<file path="src/rtl/adc_seq_pkg.sv">
package adc_seq_pkg;
  typedef enum logic [1:0] {
    SQ_IDLE   = 2'd0,
    SQ_SETTLE = 2'd1,
    SQ_LAUNCH = 2'd2,
    SQ_WAIT   = 2'd3
  } sq_state_t;
endpackage

</file>
<file path="src/rtl/adc_settle_timer.sv">
module adc_settle_timer #(
  parameter int CNT_W = 8
) (
  input  logic             clk,
  input  logic             rst_n,
  input  logic             load,
  input  logic [CNT_W-1:0] load_val,
  output logic             expired
);
  logic [CNT_W-1:0] cnt_q;

  always_ff @(posedge clk) begin
    if (!rst_n)              cnt_q <= '0;
    else if (load)           cnt_q <= load_val;
    else if (cnt_q != '0)    cnt_q <= cnt_q - 1'b1;
  end

  assign expired = (cnt_q == '0);
endmodule

</file>
<file path="src/rtl/adc_result_bank.sv">
module adc_result_bank #(
  parameter int N_CH  = 8,
  parameter int RES_W = 10,
  parameter int CH_W  = 3
) (
  input  logic                  clk,
  input  logic                  rst_n,
  input  logic                  wr_en,
  input  logic [CH_W-1:0]       wr_ch,
  input  logic [RES_W-1:0]      wr_data,
  output logic [N_CH*RES_W-1:0] regs_flat
);
  for (genvar k = 0; k < N_CH; k++) begin : g_slot
    logic [RES_W-1:0] slot_q;
    always_ff @(posedge clk) begin
      if (!rst_n)                                 slot_q <= '0;
      else if (wr_en && (wr_ch == CH_W'(k)))      slot_q <= wr_data;
    end
    assign regs_flat[k*RES_W +: RES_W] = slot_q;
  end
endmodule

</file>
<file path="src/rtl/adc_seq_fsm.sv">
module adc_seq_fsm
  import adc_seq_pkg::*;
#(
  parameter int N_CH  = 8,
  parameter int CH_W  = 3,
  parameter int CNT_W = 8
) (
  input  logic             clk,
  input  logic             rst_n,
  input  logic             go,
  input  logic             halt,
  input  logic             scan_mode,
  input  logic             cont_scan,
  input  logic [CH_W-1:0]  first_ch,
  input  logic [CNT_W-1:0] conv_time,
  input  logic             adc_done,
  input  logic             tmr_expired,
  output logic             tmr_load,
  output logic [CNT_W-1:0] tmr_val,
  output logic             adc_start,
  output logic [CH_W-1:0]  adc_chan,
  output logic             wr_en,
  output logic             busy,
  output logic             fin,
  output logic             upd
);
  localparam logic [CH_W-1:0] LAST_CH = CH_W'(N_CH - 1);

  sq_state_t        st_q;
  logic [CH_W-1:0]  ch_q, first_q;
  logic [CNT_W-1:0] ctime_q;
  logic             scan_q, cont_q, halt_pend_q, fin_q, upd_q;

  always_ff @(posedge clk) begin
    if (!rst_n) begin
      st_q        <= SQ_IDLE;
      ch_q        <= '0;
      first_q     <= '0;
      ctime_q     <= '0;
      scan_q      <= 1'b0;
      cont_q      <= 1'b0;
      halt_pend_q <= 1'b0;
      fin_q       <= 1'b0;
      upd_q       <= 1'b0;
    end else begin
      upd_q <= 1'b0;
      unique case (st_q)
        SQ_IDLE: if (go) begin
          st_q        <= SQ_SETTLE;
          ch_q        <= first_ch;
          first_q     <= first_ch;
          ctime_q     <= conv_time;
          scan_q      <= scan_mode;
          cont_q      <= cont_scan;
          fin_q       <= 1'b0;
          halt_pend_q <= 1'b0;
        end
        SQ_SETTLE: begin
          if (halt)             st_q <= SQ_IDLE;
          else if (tmr_expired) st_q <= SQ_LAUNCH;
        end
        SQ_LAUNCH: begin
          st_q <= SQ_WAIT;
          if (halt) halt_pend_q <= 1'b1;
        end
        SQ_WAIT: begin
          if (adc_done) begin
            upd_q <= 1'b1;
            if (halt_pend_q || halt) begin
              st_q <= SQ_IDLE;
            end else if (!scan_q) begin
              st_q  <= SQ_IDLE;
              fin_q <= 1'b1;
            end else if (ch_q == LAST_CH) begin
              if (cont_q) begin
                ch_q <= first_q;
                st_q <= SQ_SETTLE;
              end else begin
                st_q  <= SQ_IDLE;
                fin_q <= 1'b1;
              end
            end else begin
              ch_q <= ch_q + 1'b1;
              st_q <= SQ_SETTLE;
            end
          end else if (halt) begin
            halt_pend_q <= 1'b1;
          end
        end
        default: st_q <= SQ_IDLE;
      endcase
    end
  end

  assign tmr_load  = (st_q != SQ_SETTLE);
  assign tmr_val   = (st_q == SQ_IDLE) ? conv_time : ctime_q;
  assign adc_start = (st_q == SQ_LAUNCH);
  assign adc_chan  = ch_q;
  assign wr_en     = (st_q == SQ_WAIT) && adc_done;
  assign busy      = (st_q != SQ_IDLE);
  assign fin       = fin_q;
  assign upd       = upd_q;
endmodule

</file>
<file path="src/rtl/adc_scan_seq.sv">
module adc_scan_seq #(
  parameter  int N_CH  = 8,
  parameter  int RES_W = 10,
  parameter  int CNT_W = 8,
  localparam int CH_W  = $clog2(N_CH)
) (
  input  logic                  clk,
  input  logic                  rst_n,
  input  logic                  go,
  input  logic                  halt,
  input  logic                  scan_mode,
  input  logic                  cont_scan,
  input  logic [CH_W-1:0]       first_ch,
  input  logic [CNT_W-1:0]      conv_time,
  output logic                  adc_start,
  output logic [CH_W-1:0]       adc_chan,
  input  logic                  adc_done,
  input  logic [RES_W-1:0]      adc_data,
  output logic [N_CH*RES_W-1:0] results,
  output logic                  busy,
  output logic                  fin,
  output logic                  upd
);
  logic             tmr_load, tmr_expired, wr_en;
  logic [CNT_W-1:0] tmr_val;

  adc_seq_fsm #(.N_CH(N_CH), .CH_W(CH_W), .CNT_W(CNT_W)) u_fsm (
    .clk(clk), .rst_n(rst_n), .go(go), .halt(halt),
    .scan_mode(scan_mode), .cont_scan(cont_scan), .first_ch(first_ch),
    .conv_time(conv_time), .adc_done(adc_done), .tmr_expired(tmr_expired),
    .tmr_load(tmr_load), .tmr_val(tmr_val), .adc_start(adc_start),
    .adc_chan(adc_chan), .wr_en(wr_en), .busy(busy), .fin(fin), .upd(upd)
  );

  adc_settle_timer #(.CNT_W(CNT_W)) u_tmr (
    .clk(clk), .rst_n(rst_n), .load(tmr_load), .load_val(tmr_val),
    .expired(tmr_expired)
  );

  adc_result_bank #(.N_CH(N_CH), .RES_W(RES_W), .CH_W(CH_W)) u_bank (
    .clk(clk), .rst_n(rst_n), .wr_en(wr_en), .wr_ch(adc_chan),
    .wr_data(adc_data), .regs_flat(results)
  );
endmodule

</file>
<file path="config.mk">
export PLATFORM = sky130hd
export DESIGN_NAME = adc_scan_seq
export DESIGN_NICKNAME = d
export VERILOG_FILES = /design/src/rtl/adc_seq_pkg.sv /design/src/rtl/adc_settle_timer.sv /design/src/rtl/adc_result_bank.sv /design/src/rtl/adc_seq_fsm.sv /design/src/rtl/adc_scan_seq.sv
export SDC_FILE = /design/constraint.sdc
export NUM_CORES = 1
export LEC_CHECK = 0
export ABC_AREA = 1
export BUFFER_PORTS_ARGS = -buffer_cell sky130_fd_sc_hd__buf_2
export CAP_MARGIN = 20
export CORE_MARGIN = 10
export CORE_UTILIZATION = 25
export DETAILED_ROUTE_END_ITERATION = 12
export GPL_TIMING_DRIVEN = 0
export SLEW_MARGIN = 10
export SYNTH_ARGS = -nofsm -noshare
export SYNTH_HDL_FRONTEND = slang
export SYNTH_SLANG_ARGS = --single-unit
</file>
<file path="constraint.sdc">
create_clock -name clk -period 2.5 [get_ports clk]
set_clock_uncertainty 0.15 [all_clocks]
set_input_delay 0.5 -clock clk [delete_from_list [all_inputs] [get_ports clk]]
set_output_delay 0.5 -clock clk [all_outputs]
set_load 0.005 [all_outputs]
</file>
---- Word level (Yosys, flattened, before mapping) ----
Cells that the tools add are included.
storage, ports and cells
  register bits after elaboration ......... 109
  bits of input ports ..................... 28
  word-level logic and storage cells ...... 94
operators by class
  $add $sub $neg .......................... 2
  equal/unequal tests ..................... 20
  muxes and demuxes ....................... 30
  reductions and logical operators ........ 24
operator list
  kind                                                  count
  2-to-1 mux 8 bit                                      3
  2-to-1 mux 3 bit                                      6
  equality test 3 bit (second input constant)           4
  2-to-1 mux 2 bit                                      6
  AND reduction 6 bit                                   2
  2-to-1 mux 1 bit                                      11
  logical AND 1 bit                                     9
  != test 3 bit (second input constant)                 3
  zero test 8 bit                                       1
  != test 2 bit (second input constant)                 4
  one-hot mux 2 bit (4 select lines)                    1
  nonzero test 8 bit                                    1
  subtractor 8 x 1 -> 8 bit (second input constant)     1
  equality test 3 x 2 -> 1 bit (second input constant)  2
  one-hot mux 3 bit (2 select lines)                    1
  AND reduction 3 bit                                   2
  nonzero test 2 bit                                    3
  equality test 2 bit (second input constant)           2
  != test 2 x 1 -> 1 bit (second input constant)        2
  AND reduction 2 bit                                   2
  adder 3 x 1 -> 3 bit (second input constant)          1
  equality test 3 x 1 -> 1 bit (second input constant)  1
  zero test 3 bit                                       1
  != test 3 x 2 -> 1 bit (second input constant)        1
  6 further kinds                                       6

---- Longest topological paths before layout ----
  depth in word-level cells ............... 6
  gate-level depth with buffers ........... 9
  depth with buffers taken out ............ 9

---- By module ----
A second synthesis with hierarchy kept.
unflattened totals
  cells, all modules ...................... 690
  area total of the unflattened synthesis .. 4743.3 um^2
by module, submodules not included
  module            times used  cells each  area each (um^2)
  adc_result_bank   1           458         3151.8
  adc_seq_fsm       1           162         1113.6
  adc_settle_timer  1           70          478.0

---- Worst setup path before layout ----
No wires, ideal clock.
  path kind ............................... register to register
  from .................................... reg u_fsm.ch_q[0], in the netlist u_fsm.adc_chan[0]
  to ...................................... reg u_fsm.ch_q[2], in the netlist u_fsm.adc_chan[2]
  library setup time ...................... 0.113 ns
  arrival time ............................ 1.409 ns
  slack ................................... 0.828 ns
  stages on the path, launching flop included .. 9
  clock period less this slack ............ 1.672 ns
  cells stage by stage .................... dfxtp_1 ha_1 ha_1 nand2_1 nand4_1 a21oi_1 nand2_1 nand2_1 nor2_1
on the way
  word-level cells in the longest chain between the ends .. 6
  elaborated cells between the ends (all ways) .. 9
  those cells by class .................... 1 x add/sub; 2 x eq/ne; 5 x mux; 1 x reduce/logical
ends and longest elaborated chain
  what                                                         line                                  source
  start, declared                                              adc_seq_fsm.sv:30                     logic [CH_W-1:0] ch_q, first_q;
  start signal, assigned                                       adc_seq_fsm.sv:50                     ch_q <= first_ch;
  start signal, assigned                                       adc_seq_fsm.sv:76                     ch_q <= first_q;
  start signal, assigned                                       adc_seq_fsm.sv:83                     ch_q <= ch_q + 1'b1;
  adder 3 x 1 -> 3 bit or equality test 3 bit (tied branches)  adc_seq_fsm.sv:83, adc_seq_fsm.sv:74
  2-to-1 mux 3 bit                                             adc_seq_fsm.sv:74                     end else if (ch_q == LAST_CH) begin
  2-to-1 mux 3 bit                                             adc_seq_fsm.sv:71                     end else if (!scan_q) begin
  2-to-1 mux 3 bit                                             adc_seq_fsm.sv:69                     if (halt_pend_q || halt) begin
  2-to-1 mux 3 bit                                             adc_seq_fsm.sv:67                     if (adc_done) begin
  one-hot mux 3 bit (2 select lines)                           adc_seq_fsm.sv:47                     unique case (st_q)
Parallel ways exist; a longest one is shown, timed or not. The select of a mux whose other input is x is not followed.
A chain may end at the register's enable or synchronous reset.

==> impl_metrics.py <==
metrics = {
    "status": {
        "status": "complete, no violations",
    },
    "timing": {
        "slew_violations": 0,
        "slew_headroom_pct": 57.6,
        "achievable-frequency_mhz": 505,
        "setup_violations": 0,
        "rsz0062_at_grt": "no",
        "hold_viol": 0,
        "tns_ps": 0,
        "setup_slack_ps": 518,
        "period_minus_slack_ps": 1980,
        "finalCritPeriodShare_pct": 79.3,
        "tightestPinTransition_ps": 635,
    },
    "route": {
        "drcViolationCount": 0,
        "avgViaCountPerCell": 4.32,
        "wl_per_cell_um": 15.2,
        "final_antenna_net_count": 0,
        "drt-total-wl_um": 13900,
        "via_count": 3964,
        "drtIter0Drc": 266,
        "firstDrtPassIters": 4,
    },
    "final_layout": {
        "final_cell_area_sq_um": 5430,
        "final_cell_mix": "nor2_1, buf_2, dfxtp_1, o21ai_1, nand2_1",
        "drive_gt1_share_pct": 23.9,
        "fin_nets": 729,
        "multi_input_area_sq_um": 1860,
        "seq_area_sq_um": 2180,
        "syn_to_final_growth_pct": 26.9,
        "fill_cells": 1841,
        "mostFrequentLayoutCell": "nor2_1",
        "diodes": 0,
    },
    "cts": {
        "cts_buffers": 9,
        "clk-insertion-delay-late_ps": 350,
        "cts_hold_buf": 0,
        "post_cts_buffers": 0,
        "cts.sinks": 109,
        "clk_pin_slew_ps": 70,
        "cts_tree": "built",
        "clockBufferDepth": 2,
        "htree_levels": 3,
        "root_buffer": "clkbuf_16",
        "cts_resized": 0,
    },
    "global_route": {
        "grt_start_max_net_pins": 20,
        "grt_usage_pct": 12.0,
        "grt_overflow": 0,
        "grt_pass1_wl_um": 21100,
        "antenna_found_initial": 0,
        "grt_pass1_vias": 3702,
    },
    "floorplanning": {
        "start_util_pct": 25.6,
        "die_h_um": 151,
        "rows": 47,
        "design.core.area_sq_um": 16700,
        "die_x_um": 151,
        "ios": 115,
        "die-area_sq_um": 22700,
    },
    "setup_path": {
        "max_stage_delay_ps": 300,
        "cp_data_required_time_ps": 1850,
        "crit_type": "flip-flop to output port",
        "cp_slowest_cell": "dfxtp_1",
        "cp-end-kind": "output port",
        "path_cells": "buf_2 -> nor2_4 -> inv_2 -> buf_2",
        "critical_path.top_delay_family": "buffers and inverters",
        "start_kind": "flip-flop",
        "crit_fanout": 10,
        "worstPathArrival_ps": 1330,
        "worst_path_most_repeated_cell": "buf_2",
        "critical_path_buf_inv_count": 3,
    },
    "power_and_ir_drop": {
        "comb_power_share_pct": 9.9,
        "p_seq_share_pct": 49.4,
        "ir_drop_mv": 0.364,
        "switching_share_pct": 26.6,
        "power_mw": 3.67,
        "power_density_nw_per_um2": 676,
        "p_int_mw": 2.69,
        "p_leak_nw": 2.42,
        "switching_power_uw": 975,
        "p_clk_share_pct": 40.7,
    },
    "place": {
        "dpl_cell_area_sq_um": 5120,
        "place_hpwl_um": 10200,
        "pre_cts_ws_ps": 597,
        "gp_congestion": 0.752,
        "portBuffers": 113,
    },
    "logic_synthesis": {
        "syn_nets": 605,
        "synthesis.area_sq_um": 4280,
        "yosys.area.top_type": "dfxtp_1",
        "synth_seq_cells": 109,
        "yosysSeqAreaShare_pct": 51.0,
        "synth_top_cell_area_share_pct": 51.0,
        "synth.yosys.warnings": 0,
        "ys_types": 28,
        "syn-instance-count": 569,
        "ys_top_cells_by_area": "dfxtp_1, nor2_1, o21ai_1",
        "avgSynthCellArea_sq_um": 7.51,
    },
    "hold_path": {
        "hold_class": "primary input to flip-flop",
    },
    "flow_run": {
        "drv_cap": 0,
    },
}
## synth_stat cells, drive strengths merged
cell type	number
a21oi	21
a22oi	4
a31oi	2
a41oi	1
buf	12
clkbuf	9
clkinv	3
dfxtp	109
ha	8
inv	33
mux2i	1
nand2	48
nand3	19
nand4	4
nor2	192
o21ai	101
o21bai	1
xnor2	1
## path summary, 6_finish.rpt
kind | startpoint | to | slack [ps] | cells past startpoint
setup reg to reg | u_fsm.adc_chan[0]$_SDFFE_PN0P_ | u_fsm.adc_chan[2]$_SDFFE_PN0P_ | 600 | 8
hold reg to reg | u_fsm.ctime_q[6]$_SDFFE_PN0P_ | u_fsm.ctime_q[6]$_SDFFE_PN0P_ | 300 | 2
setup / recovery | flip-flop | busy | 520 | 4
hold / removal | scan_mode | u_fsm.scan_q$_SDFFE_PN0P_ | 220 | 3
## registers in the layout (all words and copies together), names as in the netlist, named ones only
register and count:
u_fsm.adc_chan 3, u_fsm.ctime_q 8, u_bank.g_slot.slot_q 80, u_fsm.first_q 3, u_fsm.fin 1, u_fsm.halt_pend_q 1
u_fsm.scan_q 1, u_fsm.cont_q 1, u_tmr.cnt_q 8, u_fsm.upd 1, u_fsm.st_q 1
## metrics by stage
stage                     utilization [%]  instances  hold WS [ps]
after floorplan                         -        569           275
after global placement               30.6        902           288
after detailed placement             30.6        902           292
after CTS                            32.5        918           206
after global routing                 32.5        918           239
final                                32.5        918           216
## layer usage
| metal | up-vias | wire length, um | global-route usage, % | share of wire (%) |
|---|---|---|---|---|
| met4 | 0 | 131 | 2.45 | 0.94 |
| li1 | 2091 | - | - | - |
| met1 | 1743 | 6590 | 15.7 | 47 |
| met5 | - | 0 | 0 | 0 |
| met3 | 12 | 1370 | 4.62 | 9.8 |
| met2 | 118 | 5850 | 18.5 | 42 |
## tightest hold or removal path: stages
cell and delay, ps:
buf_2 70, nor2_1 30, nor2_1 80
## cell type report
cell class	count	area share, %
multi-input cells	403	34.3
plain buffers	21	1.71
clock buffers	9	4.15
well taps	220	5.07
repair buffers	113	10.4
flip-flops and latches	109	40.2
inverters	36	2.56
clock inverters	7	1.55
## cell families after synthesis
group	after synthesis	synth area share, %
mux	1	0.234
flops	109	51.0
buf+inv	57	5.41
simple gates	263	25.1
fa+ha+maj	8	2.34
xor+xnor	1	0.205
compound gates	130	15.7
## power groups by stage
stage	logic (mW)	registers [mW]	clock network (mW)
6_report	0.362	1.81	1.49
5_1_grt	0.413	1.82	1.61
4_1_cts	0.363	1.81	1.54
3_5_place_dp	0.361	1.85	0
3_3_place_gp	0.360	1.85	0
2_1_floorplan	0.231	1.84	0
No activity file was read; power rests on OpenSTA's default activity.
